$ cat src/rtl/sg_pkg.sv
package sg_pkg;

   typedef enum logic [2:0] {
      OP_WEN    = 3'd0,
      OP_WDIS   = 3'd1,
      OP_WRSTAT = 3'd2,
      OP_WRARR  = 3'd3,
      OP_ERPAGE = 3'd4,
      OP_ERSECT = 3'd5,
      OP_ERCHIP = 3'd6,
      OP_NONE   = 3'd7
   } sg_op_e;

   // status byte bit positions
   localparam int unsigned SB_WIP  = 0;
   localparam int unsigned SB_WEL  = 1;
   localparam int unsigned SB_BP0  = 2;
   localparam int unsigned SB_BP1  = 3;
   localparam int unsigned SB_WPEN = 7;

   // non-volatile field: {enable, bp1, bp0}
   typedef struct packed {
      logic       wpen;
      logic [1:0] bp;
   } sg_nv_t;

   function automatic logic sg_is_modify(sg_op_e op);
      return (op == OP_WRSTAT) || (op == OP_WRARR) || (op == OP_ERPAGE) ||
             (op == OP_ERSECT) || (op == OP_ERCHIP);
   endfunction

endpackage

$ cat src/rtl/sg_region_check.sv
module sg_region_check #(
   parameter int unsigned ADDR_W = 17
) (
   input  logic [1:0]        bp,
   input  logic [ADDR_W-1:0] addr,
   output logic              hit
);
   localparam int unsigned TOP = ADDR_W - 1;

   if (ADDR_W < 2) begin : g_bad_width
      $error("sg_region_check: ADDR_W must be at least 2");
   end

   logic [1:0] top_bits;
   logic [ADDR_W-3:0] addr_unused;
   assign top_bits    = addr[TOP -: 2];
   assign addr_unused = addr[ADDR_W-3:0];

   always_comb begin
      unique case (bp)
         2'b00:   hit = 1'b0;
         2'b01:   hit = &top_bits;
         2'b10:   hit = top_bits[1];
         default: hit = 1'b1;
      endcase
   end
endmodule

$ cat src/rtl/sg_cycle_timer.sv
module sg_cycle_timer #(
   parameter int unsigned CYCLES = 8,
   parameter bit          TIMED  = 1'b1
) (
   input  logic           clk,
   input  logic           rst_n,
   input  logic           start,
   input  sg_pkg::sg_nv_t start_val,
   output logic           busy,
   output logic           done,
   output sg_pkg::sg_nv_t done_val
);
   if (CYCLES < 1) begin : g_bad_cycles
      $error("sg_cycle_timer: CYCLES must be at least 1");
   end

   if (TIMED) begin : g_timed
      localparam int unsigned CW = $clog2(CYCLES + 1);
      localparam logic [CW-1:0] LOAD = CW'(CYCLES);
      localparam logic [CW-1:0] LAST = CW'(1);

      logic [CW-1:0]  cnt;
      sg_pkg::sg_nv_t pend;

      always_ff @(posedge clk or negedge rst_n) begin
         if (!rst_n) begin
            cnt  <= '0;
            pend <= '0;
         end else if (start) begin
            cnt  <= LOAD;
            pend <= start_val;
         end else if (cnt != '0) begin
            cnt  <= cnt - LAST;
         end
      end

      assign busy     = (cnt != '0);
      assign done     = (cnt == LAST);
      assign done_val = pend;
   end else begin : g_direct
      logic clk_unused;
      assign clk_unused = clk ^ rst_n;
      assign busy     = 1'b0;
      assign done     = start;
      assign done_val = start_val;
   end
endmodule

$ cat src/rtl/sg_permit.sv
module sg_permit (
   input  sg_pkg::sg_op_e op,
   input  logic           wel,
   input  logic           wip,
   input  logic           wpen,
   input  logic           wp_n,
   input  logic [1:0]     bp,
   input  logic           region_hit,
   output logic           grant
);
   import sg_pkg::*;

   logic ready;
   assign ready = wel & ~wip;

   always_comb begin
      unique case (op)
         OP_WEN, OP_WDIS:               grant = 1'b1;
         OP_WRSTAT:                     grant = ready & ~(wpen & ~wp_n);
         OP_WRARR, OP_ERPAGE, OP_ERSECT: grant = ready & ~region_hit;
         OP_ERCHIP:                     grant = ready & (bp == 2'b00);
         default:                       grant = 1'b0;
      endcase
   end
endmodule

$ cat src/rtl/status_guard.sv
module status_guard #(
   parameter int unsigned ADDR_W      = 17,
   parameter int unsigned STAT_CYCLES = 8,
   parameter bit          STAT_TIMED  = 1'b1
) (
   input  logic              clk,
   input  logic              rst_n,
   input  logic              cmd_valid,
   input  logic [2:0]        cmd_op,
   input  logic [ADDR_W-1:0] cmd_addr,
   input  logic [7:0]        cmd_data,
   input  logic              wp_n,
   input  logic              array_busy,
   output logic              resp_valid,
   output logic              resp_grant,
   output logic [7:0]        stat_byte
);
   import sg_pkg::*;

   if (ADDR_W < 2) begin : g_bad_addr
      $error("status_guard: ADDR_W must be at least 2");
   end
   if (STAT_CYCLES < 1) begin : g_bad_cyc
      $error("status_guard: STAT_CYCLES must be at least 1");
   end

   sg_op_e  op;
   logic    wel;
   sg_nv_t  nv;
   sg_nv_t  new_nv;
   sg_nv_t  commit_nv;
   logic    stat_busy;
   logic    commit;
   logic    wip;
   logic    region_hit;
   logic    permit;
   logic    start_stat;
   logic    data_unused;

   assign op          = sg_op_e'(cmd_op);
   assign wip         = array_busy | stat_busy;
   assign new_nv      = '{wpen: cmd_data[SB_WPEN], bp: cmd_data[SB_BP1:SB_BP0]};
   assign data_unused = ^{cmd_data[6:4], cmd_data[1:0]};

   sg_region_check #(.ADDR_W(ADDR_W)) u_region (
      .bp   (nv.bp),
      .addr (cmd_addr),
      .hit  (region_hit)
   );

   sg_permit u_permit (
      .op         (op),
      .wel        (wel),
      .wip        (wip),
      .wpen       (nv.wpen),
      .wp_n       (wp_n),
      .bp         (nv.bp),
      .region_hit (region_hit),
      .grant      (permit)
   );

   assign start_stat = cmd_valid & permit & (op == OP_WRSTAT);

   sg_cycle_timer #(.CYCLES(STAT_CYCLES), .TIMED(STAT_TIMED)) u_timer (
      .clk       (clk),
      .rst_n     (rst_n),
      .start     (start_stat),
      .start_val (new_nv),
      .busy      (stat_busy),
      .done      (commit),
      .done_val  (commit_nv)
   );

   always_ff @(posedge clk or negedge rst_n) begin
      if (!rst_n) begin
         resp_valid <= 1'b0;
         resp_grant <= 1'b0;
      end else begin
         resp_valid <= cmd_valid;
         resp_grant <= cmd_valid & permit;
      end
   end

   always_ff @(posedge clk or negedge rst_n) begin
      if (!rst_n) begin
         wel <= 1'b0;
      end else if (cmd_valid) begin
         if (op == OP_WEN)                         wel <= 1'b1;
         else if (op == OP_WDIS)                   wel <= 1'b0;
         else if (sg_is_modify(op) && permit)      wel <= 1'b0;
      end
   end

   // power-on reset is the only clear of the non-volatile bits
   always_ff @(posedge clk or negedge rst_n) begin
      if (!rst_n)      nv <= '0;
      else if (commit) nv <= commit_nv;
   end

   always_comb begin
      stat_byte          = '0;
      stat_byte[SB_WPEN] = nv.wpen;
      stat_byte[SB_BP1]  = nv.bp[1];
      stat_byte[SB_BP0]  = nv.bp[0];
      stat_byte[SB_WEL]  = wel;
      stat_byte[SB_WIP]  = wip;
   end
endmodule

$ cat config.mk
export PLATFORM = sky130hd
export DESIGN_NAME = status_guard
export DESIGN_NICKNAME = d
export VERILOG_FILES = /design/src/rtl/sg_pkg.sv /design/src/rtl/sg_region_check.sv /design/src/rtl/sg_cycle_timer.sv /design/src/rtl/sg_permit.sv /design/src/rtl/status_guard.sv
export SDC_FILE = /design/constraint.sdc
export NUM_CORES = 1
export LEC_CHECK = 0
export ABC_AREA = 1
export BUFFER_PORTS_ARGS = -buffer_cell sky130_fd_sc_hd__clkbuf_2
export CAP_MARGIN = 20
export CORE_MARGIN = 2
export CORE_UTILIZATION = 46
export DETAILED_ROUTE_END_ITERATION = 10
export GPL_ROUTABILITY_DRIVEN = 1
export PLACE_DENSITY_LB_ADDON = 0.15
export SYNTH_ARGS = -nofsm -noshare
export SYNTH_HDL_FRONTEND = slang
export SYNTH_SLANG_ARGS = --single-unit
$ cat constraint.sdc
create_clock -name clk -period 3.9 [get_ports clk]
set_input_delay 0.585 -clock clk [delete_from_list [all_inputs] [get_ports clk]]
set_output_delay 0.585 -clock clk [all_outputs]
set_load 0.1 [all_outputs]
==> results.json <==
{
  "status": "complete, no violations",
  "p_leak_nw": 0.4979,
  "ys_ff_latch": 13,
  "clockRootBuffer": "clkbuf_4",
  "clockBufferDepth": 2,
  "via_count": 610,
  "die_y_um": 44.97,
  "final_cells": 130,
  "die_x_um": 44.97,
  "cts.clk_slew.worst_paths_ps": 80,
  "slew_headroom": 0.6414,
  "area.sequential_um2": 325.3,
  "p_sw_frac": 0.5227,
  "syn_area_per_cell_um2": 8.126,
  "hpwl_um": 1101,
  "start_kind": "flip-flop",
  "fin_crit_sh": 0.5685,
  "fin_skew_ps": 9.422,
  "antenna_found_initial": 0,
  "end_kind": "output pin",
  "netlist_instances": 95,
  "rsz0062_at_grt": "false",
  "post_cts_buffers": 0,
  "place_congestion": 0.7733,
  "final_antenna_net_count": 0,
  "hp-class": "input port to async pin",
  "yosysWarnings": 0,
  "p_comb_frac": 0.545,
  "grt_pass1_wl_um": 2145,
  "grt_pass1_vias": 559,
  "htree_levels": 1,
  "crit_required_ps": 3310,
  "cts_hold_buf": 0,
  "cts_tree": "built",
  "ir_drop_mv": 0.3241,
  "dp_slack_ps": 1982,
  "synth_area_um2": 772.0,
  "worst_slew_pin_slew_ps": 540.2,
  "p_sw_w": 0.0003418,
  "cts_sinks": 13,
  "overflow": 0,
  "cts_buffers": 3,
  "final_nets": 150,
  "ys_seq_area_frac": 0.4214,
  "power_w": 0.0006539,
  "cts_resized": 0,
  "p_int_w": 0.0003121,
  "arrival_ps": 1630,
  "vias_per_cell": 4.692,
  "wire_per_inst_um": 9.838,
  "drc": 0,
  "power.share.clock": 0.125,
  "multi_input_area_um2": 349.1,
  "grt_use_total": 0.1479,
  "first_pass_iters": 4,
  "rows": 14,
  "synth_top_cell_by_area": "dfrtp_1",
  "fin_ws_ps": 1683,
  "die_area_um2": 2022,
  "fp.coreArea_um2": 1541,
  "synth.area.top_cells": "dfrtp_1, nand2_1, inv_1",
  "drt_iter0_drc": 10,
  "power_density_nw_per_um2": 746.6,
  "diodes": 0,
  "max-cap-violations": 0,
  "slew_violations": 0,
  "p_seq_frac": 0.330,
  "fmax_mhz": 451.0,
  "insertion_delay_ps": 270,
  "routed_wl_um": 1279,
  "start_util": 0.5008,
  "timing_worst_setup_path_type": "flip-flop to output pin",
  "synth_cell_types": 23,
  "setup_viol": 0,
  "critPathMaxFanout": 3,
  "fillCellCount": 155,
  "min_period_ps": 2217,
  "portBuffers": 19,
  "setup_tns_ps": 0,
  "layout-drive-gt1-share": 0.3070,
  "area_growth_pct": 13.45,
  "synth_top_area_frac": 0.4214,
  "grt_max_degree": 14,
  "hold_viol_final": 0,
  "pin_count": 43,
  "dpl.cell_count": 126
}
-- power by group through the flow --
stage                     Sequential, W  Combinational (W)  Clock [W]
after floorplan                0.000298           0.000232          0
after global placement         0.000217           0.000350          0
after detailed placement       0.000219           0.000358          0
after CTS                      0.000216           0.000360  0.0000826
after global routing           0.000224           0.000385  0.0000867
final                          0.000216           0.000356  0.0000819
-- logic make-up after synthesis --
| family | share of synthesized area |
|---|---|
| compound gates | 0.03241 |
| mux | 0.01459 |
| simple gates | 0.3241 |
| xor+xnor | 0.03404 |
| fa+ha+maj | 0.03241 |
| flops | 0.4214 |
| buf+inv | 0.1361 |
| other cells | 0.004858 |
-- per-stage QoR --
step	area (µm²)	hold slack (ps)	util
floorplan	779.5	289.4	-
global placement	849.6	456.5	0.5511
detailed placement	849.6	468.2	0.5511
CTS	875.8	197.2	0.5682
global route	875.8	200.4	0.5682
finish	875.8	184.1	0.5682
-- routing by layer --
metal	vias to the layer above	wire [µm]	global-route usage	share of wire
li1	317	-	-	-
met1	271	605	0.1870	0.47
met2	20	577	0.2429	0.45
met3	2	82	0.02800	0.064
met4	0	14	0.07059	0.011
met5	-	0	0	0
-- registers in the layout, summed over array words and instances (netlist names) --
register             cells
resp_grant               1
wel                      1
resp_valid               1
u_timer.g_timed.cnt      4
stat_byte                3
u_timer.done_val         3
-- cell usage in the layout (no fill, tap or decap) --
| master | n |
|---|---|
| clkbuf_4 | 3 |
| clkbuf_2 | 19 |
| clkbuf_1 | 1 |
| mux2_2 | 1 |
| nor2_4 | 2 |
| a21oi_1 | 2 |
| ha_1 | 2 |
| inv_1 | 15 |
| xor2_1 | 1 |
| dfrtp_1 | 13 |
| nor2_1 | 5 |
| nor3_1 | 1 |
| conb_1 | 3 |
| nand3_4 | 1 |
| inv_2 | 1 |
| nand2_4 | 1 |
| nor2_2 | 1 |
| xnor2_1 | 2 |
| nand2_2 | 5 |
| nand4_1 | 3 |
| nand3_1 | 3 |
| nand3_2 | 1 |
| o21ai_0 | 1 |
| nand2_1 | 25 |
| o21ai_1 | 2 |
-- path summary, 6_finish.rpt --
kind	cells past startpoint	start	slack, ps	to
min	1	rst_n	180	u_timer.done_val[1]$_DFFE_PN0P_
max in group asynchronous	1	rst_n	3470	stat_byte[2]$_DFFE_PN0P_
min reg2reg	2	u_timer.done_val[2]$_DFFE_PN0P_	490	u_timer.done_val[2]$_DFFE_PN0P_
min in group clk	2	u_timer.done_val[2]$_DFFE_PN0P_	490	u_timer.done_val[2]$_DFFE_PN0P_
max	6	u_timer.g_timed.cnt[0]$_DFFE_PN0P_	1680	stat_byte[0]
max reg2reg	11	u_timer.g_timed.cnt[0]$_DFFE_PN0P_	2300	u_timer.done_val[2]$_DFFE_PN0P_
-- synthesized netlist by cell type --
cell	count
a21oi_1	2
buf_4	6
conb_1	1
dfrtp_1	13
ha_1	2
inv_1	15
inv_2	1
mux2_2	1
nand2_1	25
nand2_2	5
nand2_4	1
nand3_1	3
nand3_2	1
nand3_4	1
nand4_1	3
nor2_1	5
nor2_2	1
nor2_4	2
nor3_1	1
o21ai_0	1
o21ai_1	2
xnor2_1	2
xor2_1	1
-- worst max-delay path, stage by stage, from the launching register on --
cell,delay (ps)
dfrtp_1,380
inv_1,80
ha_1,230
nand2_2,130
nor2_4,50
inv_1,40
clkbuf_2,440
-- final cells by class --
cell class / instances / area share
repair buffers: 19 / 0.1086
flip-flops and latches: 13 / 0.3714
multi-input cells: 62 / 0.3986
well taps: 16 / 0.02286
inverters: 16 / 0.06857
clock buffers: 4 / 0.03000
No activity file was read; power rests on OpenSTA's default activity.
